===== src/rtl/por_seq_pkg.sv =====
// Shared types for the power-on reset sequencer.
// Assumes: two-bit state and mode encodings are enough for all variants.
package por_seq_pkg;

    typedef enum logic [1:0] {
        ST_HOLD  = 2'd0,   // waiting for all rails
        ST_COUNT = 2'd1,   // release delay running
        ST_USER  = 2'd2    // main reset released
    } por_state_t;

    typedef enum logic [1:0] {
        DM_STD     = 2'b00,
        DM_FAST    = 2'b01,
        DM_INSTANT = 2'b10,
        DM_STD_ALT = 2'b11
    } dly_mode_t;

endpackage


===== src/rtl/por_rail_sync.sv =====
// Two-flop synchronizer bank, one independent chain per rail flag.
// Assumes: a flag reads as "not good" while in reset.
module por_rail_sync #(
    parameter int W = 4
) (
    input  logic         clk,
    input  logic         rst_n,
    input  logic [W-1:0] d,
    output logic [W-1:0] q
);

    generate
        for (genvar i = 0; i < W; i++) begin : g_chain
            logic s1, s2;

            // Two-stage resynchronisation of one rail flag.
            always_ff @(posedge clk) begin
                if (!rst_n) begin
                    s1 <= 1'b0;
                    s2 <= 1'b0;
                end else begin
                    s1 <= d[i];
                    s2 <= s1;
                end
            end

            assign q[i] = s2;
        end
    endgenerate

endmodule


===== src/rtl/por_delay_timer.sv =====
// Release-delay counter. It clears while idle, counts while run is high,
// and flags done in the cycle whose count equals limit-1.
// Assumes: limit is at least 1 and is held steady while run is high.
module por_delay_timer #(
    parameter int CW = 8
) (
    input  logic          clk,
    input  logic          rst_n,
    input  logic          clear,
    input  logic          run,
    input  logic [CW-1:0] limit,
    output logic          done
);

    logic [CW-1:0] cnt;

    // Count the elapsed cycles of the release delay.
    always_ff @(posedge clk) begin
        if (!rst_n || clear)
            cnt <= '0;
        else if (run)
            cnt <= cnt + 1'b1;
    end

    // Done in the final counted cycle.
    always_comb done = run && (cnt == limit - 1'b1);


    cnt_range_chk: assert property (@(posedge clk) disable iff (!rst_n)
        run |-> (cnt < limit));


    cnt_clear_chk: assert property (@(posedge clk) disable iff (!rst_n)
        clear |=> (cnt == '0));

endmodule


===== src/rtl/por_io_window.sv =====
// Saturating timer that measures how long the block has been in user mode.
// The I/O-rail watch window is open while armed and the count is below WIN.
// Assumes: run drops whenever user mode is left, which restarts the count.
module por_io_window #(
    parameter int WIN = 900,
    localparam int WW = $clog2(WIN + 1)
) (
    input  logic clk,
    input  logic rst_n,
    input  logic run,
    input  logic arm,
    output logic open
);

    localparam logic [WW-1:0] WIN_L = WW'(WIN);

    logic [WW-1:0] cnt;

    // Count the cycles spent in user mode, stopping at WIN.
    always_ff @(posedge clk) begin
        if (!rst_n || !run)
            cnt <= '0;
        else if (cnt != WIN_L)
            cnt <= cnt + 1'b1;
    end

    // The window is open only in instant-on user mode, before the limit.
    always_comb open = arm && run && (cnt < WIN_L);


    win_sat_chk: assert property (@(posedge clk) disable iff (!rst_n)
        cnt <= WIN_L);

endmodule


===== src/rtl/por_sequencer.sv =====
// Multi-rail power-on reset sequencer. It synchronizes the per-rail good
// flags, holds the main reset until every rail is good, runs a
// mode-selected delay, then watches for brown-out. A core or analog drop
// always resets. An I/O drop resets only inside the instant-on window.
// Assumes: STD_DLY and FAST_DLY are at least 1, and IO_WIN is at least 1.
module por_sequencer
    import por_seq_pkg::*;
#(
    parameter int N_IO     = 2,
    parameter int STD_DLY  = 200,
    parameter int FAST_DLY = 40,
    parameter int IO_WIN   = 900
) (
    input  logic            clk,
    input  logic            rst_n,
    input  logic            core_ok,
    input  logic            analog_ok,
    input  logic [N_IO-1:0] io_ok,
    input  logic [1:0]      delay_mode,
    output logic            main_rst,
    output logic            user_mode
);

    localparam int NR   = N_IO + 2;
    localparam int DMAX = (STD_DLY > FAST_DLY) ? STD_DLY : FAST_DLY;
    localparam int CW   = $clog2(DMAX + 1);

    logic [NR-1:0]   raw_flags, syn_flags;
    logic            core_s, ana_s, io_all_s, all_good;
    por_state_t      state, state_nxt;
    dly_mode_t       sel_q, mode_in;
    logic [CW-1:0]   limit;
    logic            tmr_done, win_open;

    assign raw_flags = {io_ok, analog_ok, core_ok};

    por_rail_sync #(.W(NR)) u_sync (
        .clk   (clk),
        .rst_n (rst_n),
        .d     (raw_flags),
        .q     (syn_flags)
    );

    // Split the synchronized flags and combine the per-rail detectors.
    always_comb begin
        core_s   = syn_flags[0];
        ana_s    = syn_flags[1];
        io_all_s = &syn_flags[NR-1:2];
        all_good = core_s && ana_s && io_all_s;
    end

    // Map the mode input, folding the spare code onto the standard delay.
    always_comb begin
        mode_in = dly_mode_t'(delay_mode);
        if (mode_in == DM_STD_ALT)
            mode_in = DM_STD;
    end

    // Latch the delay mode when the hold state sees every rail good.
    always_ff @(posedge clk) begin
        if (!rst_n)
            sel_q <= DM_STD;
        else if (state == ST_HOLD && all_good)
            sel_q <= mode_in;
    end

    // Pick the countdown length from the latched mode.
    always_comb limit = (sel_q == DM_FAST) ? CW'(FAST_DLY) : CW'(STD_DLY);

    por_delay_timer #(.CW(CW)) u_tmr (
        .clk   (clk),
        .rst_n (rst_n),
        .clear (state != ST_COUNT),
        .run   (state == ST_COUNT && all_good),
        .limit (limit),
        .done  (tmr_done)
    );

    por_io_window #(.WIN(IO_WIN)) u_win (
        .clk   (clk),
        .rst_n (rst_n),
        .run   (state == ST_USER),
        .arm   (sel_q == DM_INSTANT),
        .open  (win_open)
    );

    // Sequencing decisions: hold, count, user mode and brown-out return.
    always_comb begin
        state_nxt = state;
        case (state)
            ST_HOLD:
                if (all_good)
                    state_nxt = (mode_in == DM_INSTANT) ? ST_USER : ST_COUNT;
            ST_COUNT:
                if (!all_good)
                    state_nxt = ST_HOLD;
                else if (tmr_done)
                    state_nxt = ST_USER;
            ST_USER:
                if (!core_s || !ana_s)
                    state_nxt = ST_HOLD;
                else if (!io_all_s && win_open)
                    state_nxt = ST_HOLD;
            default:
                state_nxt = ST_HOLD;
        endcase
    end

    // State register plus the two registered outputs.
    always_ff @(posedge clk) begin
        if (!rst_n) begin
            state     <= ST_HOLD;
            main_rst  <= 1'b1;
            user_mode <= 1'b0;
        end else begin
            state     <= state_nxt;
            main_rst  <= (state_nxt != ST_USER);
            user_mode <= (state_nxt == ST_USER);
        end
    end


    out_cmpl_chk: assert property (@(posedge clk) disable iff (!rst_n)
        main_rst ^ user_mode);


    release_gate_chk: assert property (@(posedge clk) disable iff (!rst_n)
        $fell(main_rst) |-> $past(all_good));


    brownout_chk: assert property (@(posedge clk) disable iff (!rst_n)
        (state == ST_USER && (!core_s || !ana_s)) |=> main_rst);


    restart_chk: assert property (@(posedge clk) disable iff (!rst_n)
        (state == ST_COUNT && !all_good) |=> (state == ST_HOLD));


    io_ignore_chk: assert property (@(posedge clk) disable iff (!rst_n)
        (state == ST_USER && core_s && ana_s && !win_open) |=> !main_rst);

endmodule


===== config.mk =====
export PLATFORM = sky130hd
export DESIGN_NAME = por_sequencer
export DESIGN_NICKNAME = d
export VERILOG_FILES = /design/src/rtl/por_seq_pkg.sv /design/src/rtl/por_rail_sync.sv /design/src/rtl/por_delay_timer.sv /design/src/rtl/por_io_window.sv /design/src/rtl/por_sequencer.sv
export SDC_FILE = /design/constraint.sdc
export NUM_CORES = 1
export LEC_CHECK = 0
export CELL_PAD_IN_SITES_DETAIL_PLACEMENT = 0
export CELL_PAD_IN_SITES_GLOBAL_PLACEMENT = 1
export CORE_UTILIZATION = 40
export CTS_BUF_LIST = sky130_fd_sc_hd__clkbuf_2
export CTS_CLUSTER_DIAMETER = 50
export DETAILED_ROUTE_END_ITERATION = 12
export PLACE_DENSITY_LB_ADDON = 0.1
export SLEW_MARGIN = 15
export SYNTH_ARGS = -nofsm -noshare
export SYNTH_HDL_FRONTEND = slang
export SYNTH_SLANG_ARGS = --single-unit

===== constraint.sdc =====
create_clock -name clk -period 2.74 [get_ports clk]
set_input_delay 0.685 -clock clk [delete_from_list [all_inputs] [get_ports clk]]
set_output_delay 0.685 -clock clk [all_outputs]
set_load 0.05 [all_outputs]

==> results list <==
- Worst reg2reg path endpoint: u_win.cnt[3]
- During I/O placement, the number of pins put on the boundary was 10.
- In the routed design, unresolved DRC markers number 0.
* Maximum number of buffers from clock root to sink: 2
- Floorplan row count: 20
- Fraction of the mapped netlist area in adder cells: between 2 and 3%
* Final critical delay including setup and external delays: 2.19 ns
- Yosys printed 0 warnings.
- Net count of the mapped netlist: roughly 160
* Post_cts resized: 0
- Most common cell after layout, fill and taps aside: dfxtp_1
* Launch point of the worst reg-to-reg path: u_win.cnt[3]
- Summed over all instances, the cell type with the most area after synthesis is dfxtp_1.
- Sorting the synthesized cells by area gives the leading types as dfxtp_1, nor2_1, xnor2_1.
* Worst min path class: register to register
- Data arrival time at the worst-slack endpoint: 1.51 ns
- The via count of the first global-routing pass is ~960.
* Top library cells by usage in the layout, fill and taps aside: dfxtp_1, nor2_1, clkdlybuf4s50_1
* Slowest CP cell: clkdlybuf4s50_1
* Number of max-cap violations: 0
- Total standard cell area after synthesis: 1380 sq um
* Power density of the placed cells: 511 nW/um^2
- PortBufs: 9
- The tree is rooted in a clkbuf_2.
* Maximum fanout along the worst path: 1
- Horiz. Die Dim: 60.7 microns
- Traced cell by cell, the critical path runs through clkdlybuf4s50_1.
* Critical path launch point type: register
- Full die area: 3680 sq um
- The H-tree was split into 2 levels.
* First-pass GRT wire length: 4.24 mm
- Static leakage: 0.537 nW
* Endpoint of the worst setup timing path: user_mode
* Number of optimization iterations in the first detailed-route pass: 4
* Final global-route overflow total: 0
- GRT met1 Usage: between 20% and 30%
* Insertion delay of the later-clocked pin in the worst-skew pair: 0.37 ns
- Setup repair after global routing missed its margin: false
- After Yosys synthesis, XOR and XNOR cells account for under 10% of the synthesized area.
- Overall Global Routing Usage: 16.3%
* Multiplexer share of the synthesized area: 2.91%
- Gate Count Post-Synth: 148
* Number of non-filler instances in the completed layout: 206
* Endpoint required time on the critical path: 2.06 ns
- Measured against its own limit, the worst slew margin works out to 67.2%.
- Synthesis inferred 32 register bits.
- Counting cells, the worst reg-to-reg path comes to 4.
- The core region is 3150 sq um.
* Met2 GRT Util: 24.3%
- Number of antenna-violating nets in the routed design: 0
* Achievable frequency: 456 MHz
- Post-CTS Setup Bufs: 0
* Routed vias/inst: 5.06
* Detailed-placement wirelength estimate: approximately 1.7 mm
* Max-slew violation count: 0
- After detailed routing, the total wire length is between 2 and 2.5 mm.
* Top Family by Delay on Critical Path: buffers and inverters
- For this run, the slowest stage of the critical path takes 0.79 ns.
- Area growth from synthesis to layout: 15.2%
- Total number of nets in the final design: 172
- Clock skew on the completed layout was measured at roughly 0.02 ns.
- For this run, the register share of the synthesized area comes to 46.5%.
- After global routing, the most crowded layer is met2.
- Worst setup path start: user_mode
- After layout, the worst path uses 80.0% of the clock period.
- The floorplan step set the die height to about 61 microns.
- After routing, the total negative slack on setup checks comes to 0 ns.
- Counting flops with an async set or reset pin after synthesis yields a share of 0%.
* Top-area cell type share of the netlist area: between 40% and 50%
- Routing usage on met3: between 5 and 6%
- VDD sags by at most 277 uV.
- Synth cell types: 34
* Post-synth top flop: dfxtp_1
- The initial utilization of the core area, before any placement, comes to 43.7%.
- After clock tree synthesis, the flow added hold-fix buffers numbering 0.
* Antenna violations before repair: 0
* Gp weighted congestion: 0.674
- Dominant combinational cell family by area after synthesis: simple AND/OR/NAND/NOR gates
- In this run the number of cells on the critical path is 1.
- Setup violations remaining at the end of the flow were counted as 0.
* Fraction of the mapped netlist area in compound gates: 7.55%
* TritonCTS clock tree: yes
- The routed layout has roughly 1.0k vias.
- After clock tree synthesis, the clock-pin slew on the worst setup and hold paths is 0.18 ns.
* Pin count of the biggest net entering global routing: 17
* Iteration-0 DRC count of the detailed router: 53
- The repair_antennas step left the layout with diodes totalling 0.
- The worst setup path is captured at an output pin.
* Post-DR wirelength/cell: about 12 microns
* Proportion of layout cells with a drive suffix above 1: 9.26%
* Cells after DPL: 198
- In this run the mean area of a mapped cell was a little over 9 sq um.
- Simple logic cell fraction of the synthesized area: between 30% and 40%
- Least-Margin Pin Slew: roughly 0.5 ns
* Hold_sp: u_sync.g_chain[1].s1
- The critical path is of the register to output pin type.
- The setup check on the worst reg-to-reg path leaves a slack of 1.06 ns.
* Number of synthesized flops with an enable pin: 0
- The final count of hold timing violations was 0.
* Status: completed
* Worst path buffer plus inverter count: 1
- TritonCTS created 5 clock buffers.
- Clk sink count: 32
==> synth_stat cells (all sizes together), types with 2 or more instances <==
cell / number
a211oi: 3
a21oi: 4
a311o: 2
and2: 9
and3: 2
and4: 2
clkbuf: 5
dfxtp: 32
ha: 3
inv: 3
mux2i: 4
nand2: 8
nand3: 8
nand3b: 3
nand4: 4
nor2: 15
nor2b: 5
nor3: 9
o21ai: 3
or3: 3
xnor2: 6
xor2: 6
==> how the worst min path moves through the flow <==
stage	to	cells after the start
after floorplan	u_sync.g_chain[0].s2	1
after global placement	u_sync.g_chain[3].s2	1
after detailed placement	u_sync.g_chain[0].s2	1
after CTS	u_sync.g_chain[0].s2	1
final	u_sync.g_chain[1].s2	1
after global routing	u_sync.g_chain[1].s2	1
==> logic make-up (layout without fill, tap and decap cells) <==
| family | Yosys count | after routing |
|---|---|---|
| AND/OR/NAND/NOR | 74 | 74 |
| multiplexers | 4 | 4 |
| buffers and inverters | 8 | 22 |
| adder cells (fa/ha/maj) | 3 | 3 |
| AO/OA/AOI/OAI | 15 | 15 |
| XOR/XNOR | 12 | 12 |
| flip-flops | 32 | 32 |
==> area by class of cell <==
cell class                 instances  area [sq um]
multi-input combinational        108           706
sequential                        32           641
inverter                           3          11.3
clock buffer                       5          25.0
clock inverter                     3          42.5
timing repair buffer              11           105
tap                               44          55.1
fill                             302          1570
==> metrics by stage <==
| step | instance area (sq um) | setup WS [ns] | hold WS [ns] | total power, W | utilization, % |
|---|---|---|---|---|---|
| after global placement | 1520 | 0.591 | 0.415 | 0.000502 | 48.1 |
| after detailed placement | 1520 | 0.505 | 0.418 | 0.000502 | 48.1 |
| after global routing | 1590 | 0.453 | 0.474 | 0.000851 | 50.3 |
| after CTS | 1590 | 0.512 | 0.457 | 0.000824 | 50.3 |
| final | 1590 | 0.547 | 0.439 | 0.000810 | 50.3 |
| after floorplan | 1380 | 1.07 | 0.412 | 0.000491 | - |
==> power breakdown <==
group | switching (W) | total [W] | leakage (nW) | internal [W]
Combinational | 0.00000636 | 0.0000193 | 0.238 | 0.0000129
Clock | 0.000165 | 0.000318 | 0.0390 | 0.000153
Sequential | 0.00000207 | 0.000473 | 0.259 | 0.000471
Total | 0.000174 | 0.000810 | 0.537 | 0.000637
==> metal layers <==
| layer | vias up | share of wire [%] |
|---|---|---|
| li1 | 543 | - |
| met1 | 480 | 48 |
| met2 | 16 | 47 |
| met3 | 4 | 3.3 |
| met4 | 0 | 1.3 |
| met5 | - | 0 |
==> flip-flops by register name, indices dropped and copies added, names as in the netlist <==
name and cells:
u_win.cnt 10, u_tmr.cnt 8, sel_q 2, u_sync.g_chain.s1 4, user_mode 1, u_sync.g_chain.s2 4, main_rst 1, state 2
(Power assumes the default switching activity.)
